`config.mk`:
```
export PLATFORM = sky130hd
export DESIGN_NAME = spi_user_ctrl
export DESIGN_NICKNAME = d
export VERILOG_FILES = /design/src/rtl/spi_uc_pkg.sv /design/src/rtl/spi_uc_regs.sv /design/src/rtl/spi_uc_csmux.sv /design/src/rtl/spi_uc_seq.sv /design/src/rtl/spi_user_ctrl.sv
export SDC_FILE = /design/constraint.sdc
export NUM_CORES = 1
export LEC_CHECK = 0
export ABC_AREA = 1
export BUFFER_PORTS_ARGS = -buffer_cell sky130_fd_sc_hd__buf_2
export CAP_MARGIN = 5
export CELL_PAD_IN_SITES_DETAIL_PLACEMENT = 0
export CELL_PAD_IN_SITES_GLOBAL_PLACEMENT = 1
export CORE_ASPECT_RATIO = 0.9
export CORE_MARGIN = 8
export CORE_UTILIZATION = 43
export DETAILED_ROUTE_END_ITERATION = 16
export PLACE_DENSITY_LB_ADDON = 0.1
export SYNTH_ARGS = -nofsm -noshare
export SYNTH_HDL_FRONTEND = slang
export SYNTH_SLANG_ARGS = --single-unit
```
`constraint.sdc`:
```
create_clock -name clk -period 2.71 [get_ports clk]
set_clock_uncertainty 0.1 [all_clocks]
set_input_delay 0.271 -clock clk [delete_from_list [all_inputs] [get_ports clk]]
set_output_delay 0.271 -clock clk [all_outputs]
set_load 0.1 [all_outputs]
```
`src/rtl/spi_uc_pkg.sv`:
```
package spi_uc_pkg;
  localparam int unsigned DW = 32;
  localparam int unsigned NB = DW / 8;
  localparam int unsigned IW = $clog2(NB);

  localparam logic [7:0] A_CFG   = 8'h00;
  localparam logic [7:0] A_AMODE = 8'h04;
  localparam logic [7:0] A_STAT  = 8'h08;
  localparam logic [7:0] A_CTRL0 = 8'h20;

  localparam int unsigned F_CE       = 2;
  localparam int unsigned F_WEN0     = 16;
  localparam int unsigned F_DMA_DONE = 11;
  localparam logic [1:0]  MODE_USER  = 2'd3;
  localparam logic [1:0]  TYPE_SERIAL = 2'd2;

  typedef enum logic [1:0] {SQ_IDLE, SQ_ISSUE, SQ_WAIT, SQ_DONE} sq_state_e;

  // byte i of a word, least significant byte is index 0
  function automatic logic [7:0] byte_of(input logic [DW-1:0] w, input logic [IW-1:0] i);
    return w[8*i +: 8];
  endfunction

  function automatic logic [DW-1:0] byte_put(input logic [DW-1:0] w, input logic [IW-1:0] i,
                                             input logic [7:0] b);
    logic [DW-1:0] r;
    r = w;
    r[8*i +: 8] = b;
    return r;
  endfunction

  function automatic logic [IW:0] count_of(input logic [IW-1:0] sz);
    return {1'b0, sz} + 1'b1;
  endfunction

  function automatic logic [7:0] ctrl_addr(input int unsigned k);
    return A_CTRL0 + 8'(4 * k);
  endfunction
endpackage

```
`src/rtl/spi_uc_regs.sv`:
```
module spi_uc_regs
  import spi_uc_pkg::*;
#(
  parameter int unsigned NUM_CS    = 4,
  parameter bit          STRAP_CS0 = 1'b1
) (
  input  logic                   clk,
  input  logic                   rst_n,
  input  logic                   reg_req,
  input  logic                   reg_we,
  input  logic [7:0]             reg_addr,
  input  logic [DW-1:0]          reg_wdata,
  output logic [DW-1:0]          reg_rdata,
  output logic [NUM_CS-1:0][1:0] mode_vec,
  output logic [NUM_CS-1:0]      ce_vec,
  output logic [NUM_CS-1:0]      wen_vec
);
  localparam logic [DW-1:0] CFG_RST   = STRAP_CS0 ? DW'(TYPE_SERIAL) : '0;
  localparam logic [DW-1:0] AMODE_RST = STRAP_CS0 ? DW'(1) : '0;
  localparam logic [DW-1:0] CTRL_RST  = DW'(1) << F_CE;
  localparam logic [DW-1:0] STAT_VAL  = DW'(1) << F_DMA_DONE;

  logic            wr;
  logic [DW-1:0]   cfg_q;
  logic [DW-1:0]   amode_q;
  logic [DW-1:0]   ctrl_q [NUM_CS];

  assign wr = reg_req & reg_we;

  always_ff @(posedge clk or negedge rst_n) begin
    if (!rst_n) begin
      cfg_q   <= CFG_RST;
      amode_q <= AMODE_RST;
    end else if (wr) begin
      if (reg_addr == A_CFG)   cfg_q   <= reg_wdata;
      if (reg_addr == A_AMODE) amode_q <= reg_wdata;
    end
  end

  for (genvar k = 0; k < NUM_CS; k++) begin : g_ctrl
    always_ff @(posedge clk or negedge rst_n) begin
      if (!rst_n) ctrl_q[k] <= CTRL_RST;
      else if (wr && reg_addr == ctrl_addr(k)) ctrl_q[k] <= reg_wdata;
    end
    assign mode_vec[k] = ctrl_q[k][1:0];
    assign ce_vec[k]   = ctrl_q[k][F_CE];
    assign wen_vec[k]  = cfg_q[F_WEN0 + k];
  end

  always_comb begin
    reg_rdata = '0;
    if (reg_addr == A_CFG)   reg_rdata = cfg_q;
    if (reg_addr == A_AMODE) reg_rdata = amode_q;
    if (reg_addr == A_STAT)  reg_rdata = STAT_VAL;
    for (int k = 0; k < NUM_CS; k++) begin
      if (reg_addr == ctrl_addr(k)) reg_rdata = ctrl_q[k];
    end
  end
endmodule

```
`src/rtl/spi_uc_csmux.sv`:
```
module spi_uc_csmux #(
  parameter int unsigned NUM_CS = 4,
  parameter int unsigned CSW    = 2
) (
  input  logic [NUM_CS-1:0][1:0] mode_vec,
  input  logic [NUM_CS-1:0]      ce_vec,
  input  logic [NUM_CS-1:0]      wen_vec,
  input  logic [CSW-1:0]         dp_cs,
  output logic                   sel_user,
  output logic                   sel_wen,
  output logic [NUM_CS-1:0]      cs_n
);
  import spi_uc_pkg::*;

  for (genvar k = 0; k < NUM_CS; k++) begin : g_line
    assign cs_n[k] = ce_vec[k];
  end

  always_comb begin
    sel_user = 1'b0;
    sel_wen  = 1'b0;
    for (int k = 0; k < NUM_CS; k++) begin
      if (dp_cs == CSW'(k)) begin
        sel_user = (mode_vec[k] == MODE_USER);
        sel_wen  = wen_vec[k];
      end
    end
  end
endmodule

```
`src/rtl/spi_uc_seq.sv`:
```
module spi_uc_seq
  import spi_uc_pkg::*;
(
  input  logic          clk,
  input  logic          rst_n,
  input  logic          dp_req,
  input  logic          dp_we,
  input  logic [IW-1:0] dp_size,
  input  logic [DW-1:0] dp_wdata,
  input  logic          sel_user,
  input  logic          sel_wen,
  input  logic          sb_busy,
  input  logic          sb_done,
  input  logic [7:0]    sb_rx,
  output logic          sb_start,
  output logic [7:0]    sb_tx,
  output logic          dp_ready,
  output logic [DW-1:0] dp_rdata,
  output logic          ev_accept,
  output logic          ev_user,
  output logic [IW:0]   ev_nbytes
);
  sq_state_e      st;
  logic           we_q;
  logic [DW-1:0]  wbuf;
  logic [DW-1:0]  rbuf;
  logic [IW-1:0]  idx;
  logic [IW-1:0]  last;

  assign ev_accept = (st == SQ_IDLE) && dp_req;
  assign ev_user   = sel_user && (!dp_we || sel_wen);
  assign ev_nbytes = count_of(dp_size);

  assign sb_start = (st == SQ_ISSUE) && !sb_busy;
  assign sb_tx    = we_q ? byte_of(wbuf, idx) : 8'h00;
  assign dp_ready = (st == SQ_DONE);
  assign dp_rdata = rbuf;

  always_ff @(posedge clk or negedge rst_n) begin
    if (!rst_n) begin
      st   <= SQ_IDLE;
      we_q <= 1'b0;
      wbuf <= '0;
      rbuf <= '0;
      idx  <= '0;
      last <= '0;
    end else begin
      case (st)
        SQ_IDLE: if (dp_req) begin
          we_q <= dp_we;
          wbuf <= dp_wdata;
          last <= dp_size;
          idx  <= '0;
          if (ev_user) begin
            rbuf <= '0;
            st   <= SQ_ISSUE;
          end else begin
            rbuf <= (!dp_we && !sel_user) ? '1 : '0;
            st   <= SQ_DONE;
          end
        end
        SQ_ISSUE: if (!sb_busy) st <= SQ_WAIT;
        SQ_WAIT: if (sb_done) begin
          rbuf <= byte_put(rbuf, idx, sb_rx);
          if (idx == last) st <= SQ_DONE;
          else begin
            idx <= idx + 1'b1;
            st  <= SQ_ISSUE;
          end
        end
        default: st <= SQ_IDLE;
      endcase
    end
  end
endmodule

```
`src/rtl/spi_user_ctrl.sv`:
```
module spi_user_ctrl
  import spi_uc_pkg::*;
#(
  parameter int unsigned NUM_CS    = 4,
  parameter bit          STRAP_CS0 = 1'b1,
  localparam int unsigned CSW      = (NUM_CS > 1) ? $clog2(NUM_CS) : 1
) (
  input  logic              clk,
  input  logic              rst_n,
  input  logic              reg_req,
  input  logic              reg_we,
  input  logic [7:0]        reg_addr,
  input  logic [31:0]       reg_wdata,
  output logic [31:0]       reg_rdata,
  input  logic              dp_req,
  input  logic              dp_we,
  input  logic [CSW-1:0]    dp_cs,
  input  logic [1:0]        dp_size,
  input  logic [31:0]       dp_wdata,
  output logic [31:0]       dp_rdata,
  output logic              dp_ready,
  output logic              sb_start,
  output logic [7:0]        sb_tx,
  input  logic              sb_busy,
  input  logic              sb_done,
  input  logic [7:0]        sb_rx,
  output logic [NUM_CS-1:0] cs_n
);
  logic [NUM_CS-1:0][1:0] mode_vec;
  logic [NUM_CS-1:0]      ce_vec;
  logic [NUM_CS-1:0]      wen_vec;
  logic                   sel_user;
  logic                   sel_wen;
  logic                   ev_accept;
  logic                   ev_user;
  logic [IW:0]            ev_nbytes;

  spi_uc_regs #(.NUM_CS(NUM_CS), .STRAP_CS0(STRAP_CS0)) u_regs (
    .clk(clk), .rst_n(rst_n), .reg_req(reg_req), .reg_we(reg_we),
    .reg_addr(reg_addr), .reg_wdata(reg_wdata), .reg_rdata(reg_rdata),
    .mode_vec(mode_vec), .ce_vec(ce_vec), .wen_vec(wen_vec)
  );

  spi_uc_csmux #(.NUM_CS(NUM_CS), .CSW(CSW)) u_csmux (
    .mode_vec(mode_vec), .ce_vec(ce_vec), .wen_vec(wen_vec), .dp_cs(dp_cs),
    .sel_user(sel_user), .sel_wen(sel_wen), .cs_n(cs_n)
  );

  spi_uc_seq u_seq (
    .clk(clk), .rst_n(rst_n), .dp_req(dp_req), .dp_we(dp_we),
    .dp_size(dp_size), .dp_wdata(dp_wdata), .sel_user(sel_user),
    .sel_wen(sel_wen), .sb_busy(sb_busy), .sb_done(sb_done), .sb_rx(sb_rx),
    .sb_start(sb_start), .sb_tx(sb_tx), .dp_ready(dp_ready),
    .dp_rdata(dp_rdata), .ev_accept(ev_accept), .ev_user(ev_user),
    .ev_nbytes(ev_nbytes)
  );
endmodule

```
After elaboration in Yosys (flattened, before gate mapping)

Index checks and enable logic that the tools add are counted.

Register bits: 263
Output and inout port bits: 78
Word-level logic and storage cells: 92

Add/sub/neg operators: 2
Eq/ne operators: 21
Shifts and indexed selects: 3
Multiplexer cells: 32
Bitwise logic cells: 1
Reduce and logical (&&, ||, !) cells: 21

Operators with widths:

| operator                  | number |
|---|---|
| $mux W32                  | 11 |
| $pmux W32 S2              | 1 |
| $neg A5 Y34               | 1 |
| $shift A8 B34 Y32 const A | 1 |
| $shiftx A8 B34 Y32        | 1 |
| $bwmux W32                | 1 |
| $eq A8 B6 Y1 const B      | 4 |
| $shiftx A32 B6 Y8         | 1 |
| $eq A2 B2 Y1 const B      | 8 |
| $mux W2                   | 8 |
| $eq A8 B3 Y1 const B      | 1 |
| $eq A8 B4 Y1 const B      | 1 |
| $logic_not A8 Y1          | 1 |
| $mux W1                   | 8 |
| $mux W8                   | 1 |
| $ne A2 B2 Y1 const B      | 4 |
| $logic_and A1 B1 Y1       | 7 |
| $pmux W2 S3               | 1 |
| $reduce_and A2 Y1         | 3 |
| $reduce_and A3 Y1         | 2 |
| $eq A2 B1 Y1 const B      | 2 |
| $logic_not A2 Y1          | 2 |
| $pmux W2 S2               | 1 |
| $reduce_and A4 Y1         | 1 |
| other kinds (6)           | 8 |

Depth between registers and ports, before layout

Depth in word-level cells: 11
Gate-level depth with buffers: 11
Depth with buffers taken out: 9

By module

Synthesis repeated with hierarchy kept, for this count alone.

Cells, all modules: 1563
Area total of the unflattened synthesis: 12373.1 um2

By module, submodules not included:

| module       | times used | cells an instance | area each (um2) |
|---|---|---|---|
| spi_uc_regs  | 1          | 1033              | 8552.0 |
| spi_uc_seq   | 1          | 505               | 3703.6 |
| spi_uc_csmux | 1          | 25                | 117.6 |

Worst setup path after synthesis

No wires, ideal clock.

Kind: register -> output
From: reg u_seq.idx[0]
To: out sb_tx[6]
Arrival time: 2.583 ns
Data required time: 2.339 ns
Setup slack: -0.244 ns
Stages on the path, launching flop included: 6
Path through: dfrtp_1 inv_1 clkbuf_1 clkbuf_1 o21ai_0 a21oi_1

Word-level cells in the longest chain between the ends: 2

RTL lines:

| what                     | RTL line            | text |
|---|---|---|
| start: declaration       | spi_uc_seq.sv:27    | `logic [IW-1:0] idx;` |
| start signal: assignment | spi_uc_seq.sv:67    | `idx <= idx + 1'b1;` |
| $shiftx A32 B6 Y8        | spi_uc_pkg.sv:21    | `return w[8*i +: 8];` |
| $mux W8                  | spi_uc_seq.sv:35    | `assign sb_tx = we_q ? byte_of(wbuf, idx) : 8'h00;` |
| end: declaration         | spi_user_ctrl.sv:23 | `output logic [7:0] sb_tx,` |

Every way passes these cells.

Worst setup path after layout

From: reg u_seq.idx[0]
To: out sb_tx[4]

Same word-level chain as after synthesis.

==> out/results.ini <==
[sta]
fin_crit_sh_pct=94.8
hold_viol=0
rsz0062_at_grt=false
tightest_slew_ps=779
finalSetupViolCount=0
drv_slew=0
max_freq_mhz=389
post-route-min-period_ps=2570
max_slew_margin_pct=48.0
final.setup.tns_ps=0
holdWs_ps=86.9

[synthesis]
synth.top_cell.area_share_pct=54.1
syn_area_mm2=0.0119
synth_fa_ha_area_share_pct=0.421
synth_xor_area_share_pct=0.147
synth_edf_count=0
synth_cell_type_count=30
synth_top_cell_by_area=dfrtp_1
yosys.area_share.simple_pct=22.6
async_flop_share_pct=100
yosys_warnings=0
synthTopCellsByArea=dfrtp_1, nand2_1, o21ai_0, nor2_1, mux2_2
syn_inst=1403
synth_flop_cell=dfrtp_1
synthMuxAreaShare_pct=3.22
synth_nets=1499
seq_area_frac_synth_pct=55.4
synth_top_family_by_area=simple AND/OR/NAND/NOR gates
ys_seq_elements=263
avgSynthCellArea_um2=8.47
synth_compound_area_share_pct=12.0

[setup_path]
cp_cell_sequence=buf_4, nor2_1, nor2_1, o21ai_0, a21oi_2, buf_2
cp_slowest_cell=buf_2
worstPathRequired_ps=2340
r2r-end=u_seq.dp_rdata[17]
critPathLaunch=u_seq.idx[0]
crit_buf_inv=2
reg2reg_setup_slack_ps=490
endpoint_kind=output port
max_stage_delay_ps=440
crit_path_end=sb_tx[4]
regToRegStartpoint=u_seq.idx[0]
startpoint_type=flop
arrival_ps=2200
path_class=flop to output port
cp_common_cell=nor2_1
cp_max_fo=22
crit_family=buffers and inverters
cp.depth=6
reg2reg_depth=6

[grt]
grtUsageTotal_pct=19.6
grt_max_degree=80
grt_pass1_vias=10000
grt_remaining_overflow=0
grt_pass1_wl_um=53300
antenna_found_initial=1

[place]
portBuffers=169
gp_congestion=0.781
dp_hpwl_um=21200

[layout]
area_delta_synth_final_pct=29.4
fillers=2557
nNetsFinal=1737
seq_area_mm2=0.00659
multiInputGateArea_mm2=0.00460
drive_gt1_share_pct=19.5

[route]
drtIter0Drc=621
drtAntennaViolNets=0
wl_um=32600
vias=10100
drcViolationCount=0
routedWlPerCell_um=16.1
dr.pass1.iters=5
drt-vias-per-instance=4.99

[min_path]
hp-class=input pin to flop
holdPathStages=5
hp-start=dp_req

[clock_network]
clkTransAtPathRegs_ps=60
clk_path_buf_depth=3
htreeDepth=1
cts_root_buf=clkbuf_16
cts_tree=done
numCtsBuffers=29
clkLatencyLatePin_ps=530
clkSinkCount=263

[die]
core_area_mm2=0.0271
start_util_pct=43.9
chipWidth_um=191
ios=170
row_count=57
dieArea_mm2=0.0332
die_y_um=174

[job]
cap_violations=0

[power]
peakVddDrop_mv=0.917
power.leakage_nw=7.45
powerDensity_mw_per_mm2=901

[outcome]
status=complete, no violations

==> layout make-up <==
cell class / count / share of cell area (%)
sequential: 263 / 42.8
timing repair buffer: 276 / 15.9
multi-input combinational: 978 / 29.9
clock buffer: 46 / 5.78
antenna: 1 / 0.0163
clock inverter: 6 / 0.382
inverter: 93 / 2.29
tap: 354 / 2.88
==> worst reg2reg max path: cells and delay by family, from the launching register on <==
kind	cells	cell delay (ps)
adder cells (fa/ha/maj)	1	550
AND/OR/NAND/NOR	2	440
flip-flops	1	400
buffers and inverters	1	330
AO/OA/AOI/OAI	2	310
==> stage by stage <==
step	worst slack (ps)	power (mW)	utilization, %	instance area, um^2	std cells
after floorplan	10.3	8.93	-	11900	1403
after global placement	449	9.93	50.3	13600	1886
after detailed placement	340	9.98	50.3	13600	1886
after CTS	5.11	14.0	56.7	15400	2016
after global routing	20.2	14.6	56.7	15400	2017
final	141	13.9	56.7	15400	2017
==> cells by family (layout without fill, tap and decap cells) <==
| family | Yosys count | after routing |
|---|---|---|
| compound gates | 279 | 279 |
| xor+xnor | 2 | 2 |
| fa+ha+maj | 4 | 4 |
| buf+inv | 162 | 421 |
| flops | 263 | 263 |
| mux | 34 | 34 |
| other cells | 0 | 1 |
| simple gates | 659 | 659 |
==> flip-flops by register name, summed over array words and instances (netlist names) <==
| register | cells |
|---|---|
| u_seq.st | 2 |
| u_seq.idx | 2 |
| u_seq.last | 2 |
| u_regs.ce_vec | 4 |
| u_seq.we_q | 1 |
| u_regs.mode_vec | 8 |
| u_seq.dp_rdata | 32 |
| u_seq.wbuf | 32 |
| u_regs.cfg_q | 32 |
| u_regs.amode_q | 32 |
| u_regs.ctrl_q | 116 |
==> cell usage after synthesis, types with 14 or more instances <==
cell type	instances
dfrtp_1	257
a21oi_1	63
o21ai_0	159
nor2_1	172
nand3_1	25
nand4_1	35
inv_1	84
clkbuf_1	14
mux2_2	34
o21ai_1	52
nand2_1	404
buf_2	39
==> cell usage in the layout (no fill, tap or decap), drive strengths merged, types with 2 or more instances in the layout <==
master / netlist / routed
nor3: 5 / 5
nor2: 180 / 180
inv: 91 / 90
buf: 55 / 197
a21oi: 63 / 63
nand2: 413 / 413
dfrtp: 257 / 257
dlygate4sd3: 0 / 78
dfstp: 6 / 6
nand4: 35 / 35
o21ai: 215 / 215
clkbuf: 14 / 47
nand3: 25 / 25
ha: 4 / 4
mux2: 34 / 34
xnor2: 2 / 2
clkinv: 2 / 7
==> power by group <==
| part | internal [mW] | total (mW) | switching (mW) |
|---|---|---|---|
| sequential | 4.58 | 4.92 | 0.341 |
| clock | 2.33 | 3.86 | 1.54 |
| combinational | 1.18 | 5.08 | 3.90 |
==> repair_timing <==
item	4_1_cts	5_1_grt
hold endpoints to repair	240	0
buffers inserted	0	0
hold buffers	78	0
resized for setup	0	2
setup endpoints to repair	0	8
==> worst min path at each step <==
stage	endpoint	slack (ps)
after detailed placement	u_regs.amode_q[27]	120
after floorplan	u_regs.amode_q[10]	-120
final	u_seq.st[0]	90
after global routing	u_seq.st[0]	100
after global placement	u_regs.amode_q[27]	130
after CTS	u_seq.st[0]	60
==> per-layer routing <==
layer	part of all wire [%]	track usage [%]
met1	48	28.2
met2	46	30.8
met3	4.4	3.10
met4	1.7	4.26
met5	0	0
No activity file was read; power rests on OpenSTA's default activity.
